==> config.mk <==
export PLATFORM = sky130hd
export DESIGN_NAME = mclk_mode_ctrl
export DESIGN_NICKNAME = d
export VERILOG_FILES = /design/src/rtl/mclk_pkg.sv /design/src/rtl/mclk_wait_ctr.sv /design/src/rtl/mclk_en_mux.sv /design/src/rtl/mclk_mode_ctrl.sv
export SDC_FILE = /design/constraint.sdc
export NUM_CORES = 1
export LEC_CHECK = 0
export CAP_MARGIN = 10
export CORE_MARGIN = 5
export CORE_UTILIZATION = 54
export CTS_CLUSTER_SIZE = 10
export DETAILED_ROUTE_END_ITERATION = 16
export PLACE_DENSITY = 0.93
export SYNTH_ARGS = -nofsm -noshare
export SYNTH_HDL_FRONTEND = slang
export SYNTH_HIERARCHICAL = 1
export SYNTH_SLANG_ARGS = --single-unit
==> constraint.sdc <==
create_clock -name clk_i -period 2.8 [get_ports clk_i]
set_input_delay 0.56 -clock clk_i [delete_from_list [all_inputs] [get_ports clk_i]]
set_output_delay 0.56 -clock clk_i [all_outputs]
set_load 0.1 [all_outputs]
==> src/rtl/mclk_pkg.sv <==
package mclk_pkg;
  typedef enum logic [0:0] {SRC_PLL = 1'b0, SRC_MAIN = 1'b1} mclk_src_e;

  // low range: code+1, high range: 2*(code[1:0]+1)
  function automatic logic [3:0] decode_ratio(input logic [2:0] code);
    logic [3:0] base;
    base = {2'b00, code[1:0]} + 4'd1;
    return code[2] ? (base << 1) : base;
  endfunction
endpackage

==> src/rtl/mclk_wait_ctr.sv <==
module mclk_wait_ctr #(
  parameter int WAIT_LOG2 = 14
) (
  input  logic clk_i,
  input  logic rst_ni,
  input  logic start_i,
  input  logic abort_i,
  output logic busy_o,
  output logic done_o
);
  localparam logic [WAIT_LOG2-1:0] CNT_MAX = '1;

  logic [WAIT_LOG2-1:0] cnt_q;
  logic                 busy_q;

  assign busy_o = busy_q;
  assign done_o = busy_q && (cnt_q == CNT_MAX) && !abort_i;

  always_ff @(posedge clk_i or negedge rst_ni) begin
    if (!rst_ni) begin
      cnt_q  <= '0;
      busy_q <= 1'b0;
    end else if (abort_i) begin
      busy_q <= 1'b0;
      cnt_q  <= '0;
    end else if (start_i) begin
      busy_q <= 1'b1;
      cnt_q  <= '0;
    end else if (busy_q) begin
      if (cnt_q == CNT_MAX) busy_q <= 1'b0;
      else                  cnt_q  <= cnt_q + 1'b1;
    end
  end

  // a freshly started wait begins from zero
  a_r4_start_from_zero: assert property (@(posedge clk_i) disable iff (!rst_ni)
    (start_i && !abort_i) |=> (busy_q && cnt_q == '0));
endmodule

==> src/rtl/mclk_en_mux.sv <==
module mclk_en_mux (
  input  logic clk_i,
  input  logic rst_ni,
  input  logic main_i,
  input  logic pll_tick_i,
  output logic mclk_en_o
);
  logic div_q;

  always_ff @(posedge clk_i or negedge rst_ni) begin
    if (!rst_ni) div_q <= 1'b0;
    else         div_q <= ~div_q;
  end

  assign mclk_en_o = main_i ? div_q : pll_tick_i;

  // no two back-to-back enables while on the divided main clock
  a_r5_half_rate: assert property (@(posedge clk_i) disable iff (!rst_ni)
    (main_i && mclk_en_o) |=> (!main_i || !mclk_en_o));
endmodule

==> src/rtl/mclk_mode_ctrl.sv <==
module mclk_mode_ctrl #(
  parameter int WAIT_LOG2 = 14
) (
  input  logic       clk_i,
  input  logic       rst_ni,
  input  logic       wr_en_i,
  input  logic [7:0] wr_data_i,
  output logic [7:0] rd_data_o,
  input  logic       pll_tick_i,
  output logic       mclk_en_o,
  output logic       tb_clr_o,
  output logic [3:0] ratio_o
);
  import mclk_pkg::*;

  mclk_src_e  sel_q;
  logic       mon_q;
  logic [2:0] code_q;
  logic       clr_q;
  logic       start, abort, code_we, wait_done, wait_busy;
  logic       wr_sel;

  assign wr_sel  = wr_data_i[0];
  assign start   = wr_en_i && (sel_q == SRC_MAIN) && !wr_sel;
  assign abort   = wr_en_i && (sel_q == SRC_PLL) && wr_sel;
  assign code_we = wr_en_i && (sel_q == SRC_MAIN) && mon_q;

  mclk_wait_ctr #(.WAIT_LOG2(WAIT_LOG2)) u_wait (
    .clk_i   (clk_i),
    .rst_ni  (rst_ni),
    .start_i (start),
    .abort_i (abort),
    .busy_o  (wait_busy),
    .done_o  (wait_done)
  );

  always_ff @(posedge clk_i or negedge rst_ni) begin
    if (!rst_ni) begin
      sel_q  <= SRC_MAIN;
      mon_q  <= 1'b1;
      code_q <= '0;
      clr_q  <= 1'b0;
    end else begin
      clr_q <= start;
      if (wr_en_i) sel_q <= wr_sel ? SRC_MAIN : SRC_PLL;
      if (code_we) code_q <= wr_data_i[4:2];
      if (abort)          mon_q <= 1'b1;
      else if (wait_done) mon_q <= 1'b0;
    end
  end

  mclk_en_mux u_mux (
    .clk_i      (clk_i),
    .rst_ni     (rst_ni),
    .main_i     (mon_q),
    .pll_tick_i (pll_tick_i),
    .mclk_en_o  (mclk_en_o)
  );

  assign rd_data_o = {3'b000, code_q, mon_q, sel_q == SRC_MAIN};
  assign tb_clr_o  = clr_q;
  assign ratio_o   = decode_ratio(code_q);

  a_r3_clr_single: assert property (@(posedge clk_i) disable iff (!rst_ni)
    tb_clr_o |=> !tb_clr_o);
  a_r4_pll_needs_sel0: assert property (@(posedge clk_i) disable iff (!rst_ni)
    !mon_q |-> (sel_q == SRC_PLL));
  a_r4_wait_keeps_main: assert property (@(posedge clk_i) disable iff (!rst_ni)
    wait_busy |-> mon_q);
  a_r9_code_gated: assert property (@(posedge clk_i) disable iff (!rst_ni)
    (wr_en_i && !((sel_q == SRC_MAIN) && mon_q)) |=> $stable(code_q));
  a_r10_high_even: assert property (@(posedge clk_i) disable iff (!rst_ni)
    code_q[2] |-> (ratio_o[0] == 1'b0 && ratio_o != 4'd0));
endmodule

==> impl_metrics.env, run 1 <==
export IMPL_worstReg2RegEnd="mon_q$_DFFE_PN1P_"
export IMPL_grt_max_degree=23
export IMPL_row_count=17
export IMPL_critPathTopFamily="flip-flops"
export IMPL_flow_area_growth_from_synthesis_pct=16.63
export IMPL_synth_commonest_cells="20 x dfrtp_1, 10 x a21oi_1, 9 x nor2_1"
export IMPL_synthArstFlopShare_pct=100.0
export IMPL_cts_buffers=3
export IMPL_hold_depth=1
export IMPL_drt_iter0_drc=81
export IMPL_internal_power_w=0.0006050
export IMPL_nets=158
export IMPL_synth_area_leaders="dfrtp_1 39%, dfstp_2 4.1%, a21oi_1 3.9%, buf_4 3.5%, nor4_4 3.3%"
export IMPL_finalCriticalPeriod_ns=2.174
export IMPL_slowest_stage="dfrtp_1"
export IMPL_die_w_um=58.52
export IMPL_tns_ns=0
export IMPL_placed_area_um2=1430
export IMPL_maxCapViolCount=0
export IMPL_cts_htree_levels=1
export IMPL_synth_simple_area_share_pct=27.26
export IMPL_post_cts_buffers=0
export IMPL_rsz0062_at_grt="no"
export IMPL_max_freq_mhz=460.0
export IMPL_irDropWorstVdd_mv=0.6349
export IMPL_synth_area_per_cell_um2=10.09
export IMPL_r2r_slack_ns=0.89
export IMPL_arrival_ns=1.61
export IMPL_clock_skew_ns=0.01961
export IMPL_synthAdderAreaFrac_pct=1.969
export IMPL_route_detailed_drc=0
export IMPL_yosysTopAreaCellShare_pct=39.37
export IMPL_status="finished, final reports clean"
export IMPL_fin_crit_sh_pct=77.65
export IMPL_antenna_cells=0
export IMPL_hp_class="reg -> reg"
export IMPL_die_y_um=58.52
export IMPL_critical_path_max_stage_delay_ns=0.45
export IMPL_synth_xor_area_share_pct=0
export IMPL_final_core_util_pct=66.39
export IMPL_holdBufCountCts=0
export IMPL_ant_nets=0
export IMPL_clock_latency_ns=0.32
export IMPL_r2r_start="u_wait/cnt_q[0]$_DFFE_PN0P_"
export IMPL_critical_path_cell_chain="ha_1 -> mux2_2 -> buf_4"
export IMPL_leakagePower_nw=0.6289
export IMPL_num_vias=1052
export IMPL_initial_core_util_pct=56.92
export IMPL_synth_cell_types=43
export IMPL_power_density_nw_per_um2=755.4
export IMPL_finalSetupViolCount=0
export IMPL_clock_power_share_pct=21.7
export IMPL_required_ns=2.24
export IMPL_drive_above_1_share_pct=23.78
export IMPL_wl_per_cell_um=16.22
export IMPL_core_um2=2233
export IMPL_overflow=0
export IMPL_antenna_found_initial=0
export IMPL_fin_area_um2=1483
export IMPL_synth_most_common_cell="dfrtp_1"
export IMPL_synth_edf_count=0
export IMPL_seqPwrFrac_pct=36.1
export IMPL_cp_max_fo=5
export IMPL_p_comb_share_pct=42.3
export IMPL_crit_type="reg -> out"
export IMPL_io_pins=26
export IMPL_port_buffers=18
export IMPL_first_pass_iters=4
export IMPL_end_kind="primary output"
export IMPL_ys_warn_count=6
export IMPL_synth_area_leader_cell="dfrtp_1"
export IMPL_syn_inst=126
export IMPL_finalMaxSlewViolations=0
export IMPL_reg2regPathDepth=6
export IMPL_yosysSeqAreaShare_pct=43.50
export IMPL_fillers=171
export IMPL_worst_path_buf_inv=1
export IMPL_switchingPower_w=0.0005150
export IMPL_hpwl_um=1948
export IMPL_grt_usage_pct=17.35
export IMPL_ys_flop_type="dfrtp_1"
export IMPL_power_w=0.001120
export IMPL_synth_top_family_by_area="simple AND/OR/NAND/NOR gates"
export IMPL_placed_cells=167
export IMPL_fp_dieArea_um2=3425
export IMPL_worstHoldStart="u_mux/div_q$_DFF_PN0_"
export IMPL_cts_resized_gates=0
export IMPL_clockBufferDepth=2
export IMPL_cts_tree="built"
export IMPL_clk_pin_slew_ns=0.13
export IMPL_clock_sinks=22
export IMPL_timing_hold_violations_final=0
export IMPL_synth_compound_area_share_pct=14.37
export IMPL_cp_start_kind="register"
export IMPL_netlist_area_um2=1271
export IMPL_ys_ff_latch=22
export IMPL_root_buffer="clkbuf_4"
export IMPL_finalWirelength_um=2773
export IMPL_synthMuxAreaShare_pct=6.398
export IMPL_avgViaCountPerCell=6.152
export IMPL_grt_pass1_wl_um=4616
export IMPL_switching_share_pct=45.98
export IMPL_gp_congestion=0.7668
export IMPL_hold_end="u_mux/div_q$_DFF_PN0_"
export IMPL_final_cells=171
export IMPL_grt_pass1_vias=1054
-- cells by family (layout without fill, tap and decap cells) --
logic type,after synthesis,after routing
and+or+nand+nor,52,52
DFF,22,22
adders and majority gates,2,2
buffers and inverters,13,28
other,1,3
AOI/OAI and AO/OA,29,29
muxes,7,7
-- metal layers --
metal	vias to the layer above	routed length, um	track usage (%)
met1	497	1194	20.55
li1	499	-	-
met5	-	0	0
met4	0	40	7.616
met2	48	1310	30.14
met3	8	227	3.509
-- metrics by stage --
step / setup slack, ns / hold slack (ns)
floorplan: 0.02979 / 0.2644
global placement: 0.6548 / 0.4094
detailed placement: 0.5776 / 0.4241
CTS: 0.6172 / 0.4415
global route: 0.5649 / 0.4444
finish: 0.6259 / 0.4372
-- sequential cells by signal, summed over array words and instances (netlist names) --
signal	count
mon_q	1
u_wait/busy_o	1
u_wait/cnt_q	14
tb_clr_o	1
code_q	3
u_mux/div_q	1
sel_q	1
-- cells in the final DEF (no fill, tap or decap), types with 4 or more instances in the layout --
master / n
dfrtp_1: 20
buf_4: 11
nor2_1: 9
a21oi_1: 9
nand3_1: 8
o21ai_0: 8
nand2_1: 7
clkdlybuf4s50_1: 7
inv_1: 5
or3_1: 5
nor4_1: 4
nor3_1: 4
-- worst max-delay path by stage --
| stage | start | to | depth (start not counted) | slack [ns] |
|---|---|---|---|---|
| floorplan | code_q[2]$_DFFE_PN0P_ | ratio_o[0] | 1 | 0.03 |
| global placement | wr_en_i | u_wait/cnt_q[4]$_DFFE_PN0P_ | 4 | 0.65 |
| detailed placement | wr_en_i | u_wait/cnt_q[4]$_DFFE_PN0P_ | 4 | 0.58 |
| CTS | code_q[0]$_DFFE_PN0P_ | ratio_o[2] | 3 | 0.62 |
| global route | code_q[0]$_DFFE_PN0P_ | ratio_o[2] | 3 | 0.56 |
| finish | code_q[0]$_DFFE_PN0P_ | ratio_o[2] | 3 | 0.63 |
-- cell type report --
class | count | area (um^2) | area share (%)
Clock inverter | 1 | 30.03 | 2.025
Timing Repair Buffer | 19 | 172.7 | 11.65
Multi-Input combinational cell | 93 | 650.6 | 43.88
Inverter | 5 | 18.77 | 1.266
Tap cell | 28 | 35.03 | 2.363
Sequential cell | 22 | 553.0 | 37.30
Clock buffer | 3 | 22.52 | 1.519
-- power groups by stage --
stage,logic [W],clock network (W),registers (W)
after floorplan,0.000302,0,0.000483
after global placement,0.000464,0,0.000404
after detailed placement,0.000472,0,0.000410
after CTS,0.000474,0.000245,0.000403
after global routing,0.000494,0.000260,0.000411
final,0.000473,0.000243,0.000404
Note: power is estimated with default switching activity, not from simulation.
==> inputs of run 2 (changes only) <==
Settings changed: CORE_UTILIZATION 54 to 45, PLACE_DENSITY 0.93 to 0.84.
Clock period 2.8 ns to 1.8 ns, I/O delays scaled along.
==> run 2 against run 1 <==
The run now ends with negative setup slack left. First-iteration DRC count up 3.7%. Sequential share of layout area down 5.3 points. Flip-flop and latch count unchanged. Combinational power up 110%. Highest routed layer unchanged. Via count up 4.2%. Clock power down 2%. Worst setup slack worse by 0.70 ns. Global-route usage down 1.5 points. Total power up 69%. Critical path depth unchanged. Wire length up 6.1%. Worst hold slack worse by 0.061 ns.
==> impl_metrics.env, run 2 (synthesis results as in run 1) <==
export IMPL_status="finished, violations left"
export IMPL_failed_checks="negative setup slack"
export IMPL_clock_sinks=22
export IMPL_die_w_um=63.15
export IMPL_clk_pin_slew_ns=0.12
export IMPL_antenna_cells=0
export IMPL_grt_usage_pct=15.83
export IMPL_crit_type="reg -> out"
export IMPL_core_um2=2734
export IMPL_initial_core_util_pct=46.50
export IMPL_fillers=189
export IMPL_clock_latency_ns=0.32
export IMPL_cts_htree_levels=1
export IMPL_wl_per_cell_um=15.57
export IMPL_root_buffer="clkbuf_4"
export IMPL_arrival_ns=1.52
export IMPL_slowest_stage="dfrtp_4"
export IMPL_overflow=0
export IMPL_multi_input_area_um2=701.9
export IMPL_worstReg2RegEnd="u_wait/cnt_q[4]$_DFFE_PN0P_"
export IMPL_maxCapViolCount=0
export IMPL_grt_pass1_wl_um=5078
export IMPL_cts_buffers=3
export IMPL_finalSetupViolCount=2
export IMPL_finalCriticalPeriod_ns=1.877
export IMPL_internal_power_w=0.001025
export IMPL_p_comb_share_pct=53.1
export IMPL_cp_start_kind="register"
export IMPL_critical_path_max_stage_delay_ns=0.51
export IMPL_critical_path_cell_chain="ha_4 -> mux2_4 -> buf_12"
export IMPL_setup_ws_ns=-0.07676
export IMPL_largestRegisters="u_wait/cnt_q (14), code_q (3)"
export IMPL_holdBufCountCts=0
export IMPL_r2r_slack_ns=0.11
export IMPL_flow_area_growth_from_synthesis_pct=38.39
export IMPL_reg2regPathDepth=3
export IMPL_clock_skew_ns=0.003523
export IMPL_end_kind="primary output"
export IMPL_leakagePower_nw=0.7345
export IMPL_top_register="u_wait/cnt_q"
export IMPL_finalWirelength_um=2942
export IMPL_finalMaxSlewViolations=0
export IMPL_fin_crit_sh_pct=104.3
export IMPL_clock_power_share_pct=12.5
export IMPL_hp_class="in -> async"
export IMPL_seqPwrFrac_pct=34.4
export IMPL_placed_cells=180
export IMPL_hpwl_um=2142
export IMPL_drive_above_1_share_pct=36.71
export IMPL_clockBufferDepth=2
export IMPL_largest_reg_flops=14
export IMPL_switchingPower_w=0.0008668
export IMPL_cts_tree="built"
export IMPL_drt_iter0_drc=84
export IMPL_avgViaCountPerCell=5.799
export IMPL_nets=173
export IMPL_irDropWorstVdd_mv=1.360
export IMPL_die_y_um=63.15
export IMPL_fp_dieArea_um2=3988
export IMPL_switching_share_pct=45.82
export IMPL_ant_nets=0
export IMPL_max_freq_mhz=532.8
export IMPL_power_density_nw_per_um2=1075
export IMPL_antenna_found_initial=0
export IMPL_gp_congestion=0.7940
export IMPL_ff_latch_area_um2=563.0
export IMPL_rsz0062_at_grt="yes"
export IMPL_holdWs_ns=0.3765
export IMPL_first_pass_iters=4
export IMPL_final_cells=189
export IMPL_grt_max_degree=23
export IMPL_final_cell_mix="16 x buf_4, 16 x dfrtp_1, 11 x buf_12, 9 x a21oi_1"
export IMPL_io_pins=26
export IMPL_grt_pass1_vias=1130
export IMPL_num_vias=1096
export IMPL_row_count=19
export IMPL_required_ns=1.44
export IMPL_route_detailed_drc=0
export IMPL_timing_hold_violations_final=0
export IMPL_cp_max_fo=2
export IMPL_r2r_start="sel_q$_DFFE_PN1P_"
export IMPL_port_buffers=18
run 2: critical path: cells and delay by family (launching register included):
family | cells | cell delay, ns
adders and majority gates | 1 | 0.25
buffers and inverters | 1 | 0.17
DFF | 1 | 0.51
muxes | 1 | 0.27
run 2: metrics by stage:
stage | setup WS, ns | power (W) | instance area [um^2] | setup TNS, ns | utilization, %
after floorplan | -0.1177 | 0.001281 | 1323 | -0.2206 | -
after global placement | -0.03753 | 0.001606 | 1674 | -0.06600 | 61.24
after detailed placement | -0.09114 | 0.001628 | 1674 | -0.3267 | 61.24
after CTS | -0.09592 | 0.001892 | 1727 | -0.1409 | 63.16
after global routing | -0.1185 | 0.001971 | 1759 | -0.2104 | 64.35
final | -0.07676 | 0.001892 | 1759 | -0.1077 | 64.35
run 2: layout make-up:
| class | count | area share [%] |
|---|---|---|
| Multi-Input combinational cell | 93 | 39.90 |
| Inverter | 5 | 1.067 |
| Clock buffer | 4 | 1.494 |
| Timing Repair Buffer | 34 | 23.33 |
| Sequential cell | 22 | 32.01 |
| Tap cell | 31 | 2.205 |
run 2: how the worst max path moves through the flow:
stage / slack [ns] / start / endpoint
floorplan: -0.12 / code_q[0]$_DFFE_PN0P_ / ratio_o[1]
global placement: -0.04 / wr_en_i / u_wait/cnt_q[4]$_DFFE_PN0P_
detailed placement: -0.09 / wr_en_i / u_wait/cnt_q[4]$_DFFE_PN0P_
CTS: -0.1 / code_q[0]$_DFFE_PN0P_ / ratio_o[2]
global route: -0.12 / code_q[0]$_DFFE_PN0P_ / ratio_o[2]
finish: -0.08 / code_q[0]$_DFFE_PN0P_ / ratio_o[2]
run 2: timing repair:
| item | 4_1_cts | 5_1_grt |
|---|---|---|
| setup endpoints to repair | 3 | 4 |
| pin swaps | 1 | 1 |
| resized for setup | 1 | 4 |
| buffers inserted | 3 | 2 |
run 2: power groups by stage:
stage | registers [W] | logic, W | clock network [W]
6_report | 0.000650 | 0.00100 | 0.000237
5_1_grt | 0.000659 | 0.00105 | 0.000260
4_1_cts | 0.000645 | 0.00100 | 0.000245
3_5_place_dp | 0.000672 | 0.000956 | 0
3_3_place_gp | 0.000664 | 0.000942 | 0
2_1_floorplan | 0.000777 | 0.000505 | 0
run 2: metal layers:
| metal | wire [um] | GRT usage [%] |
|---|---|---|
| met1 | 1232 | 18.14 |
| met4 | 62 | 9.019 |
| met3 | 199 | 3.730 |
| met5 | 0 | 0 |
| met2 | 1447 | 26.67 |
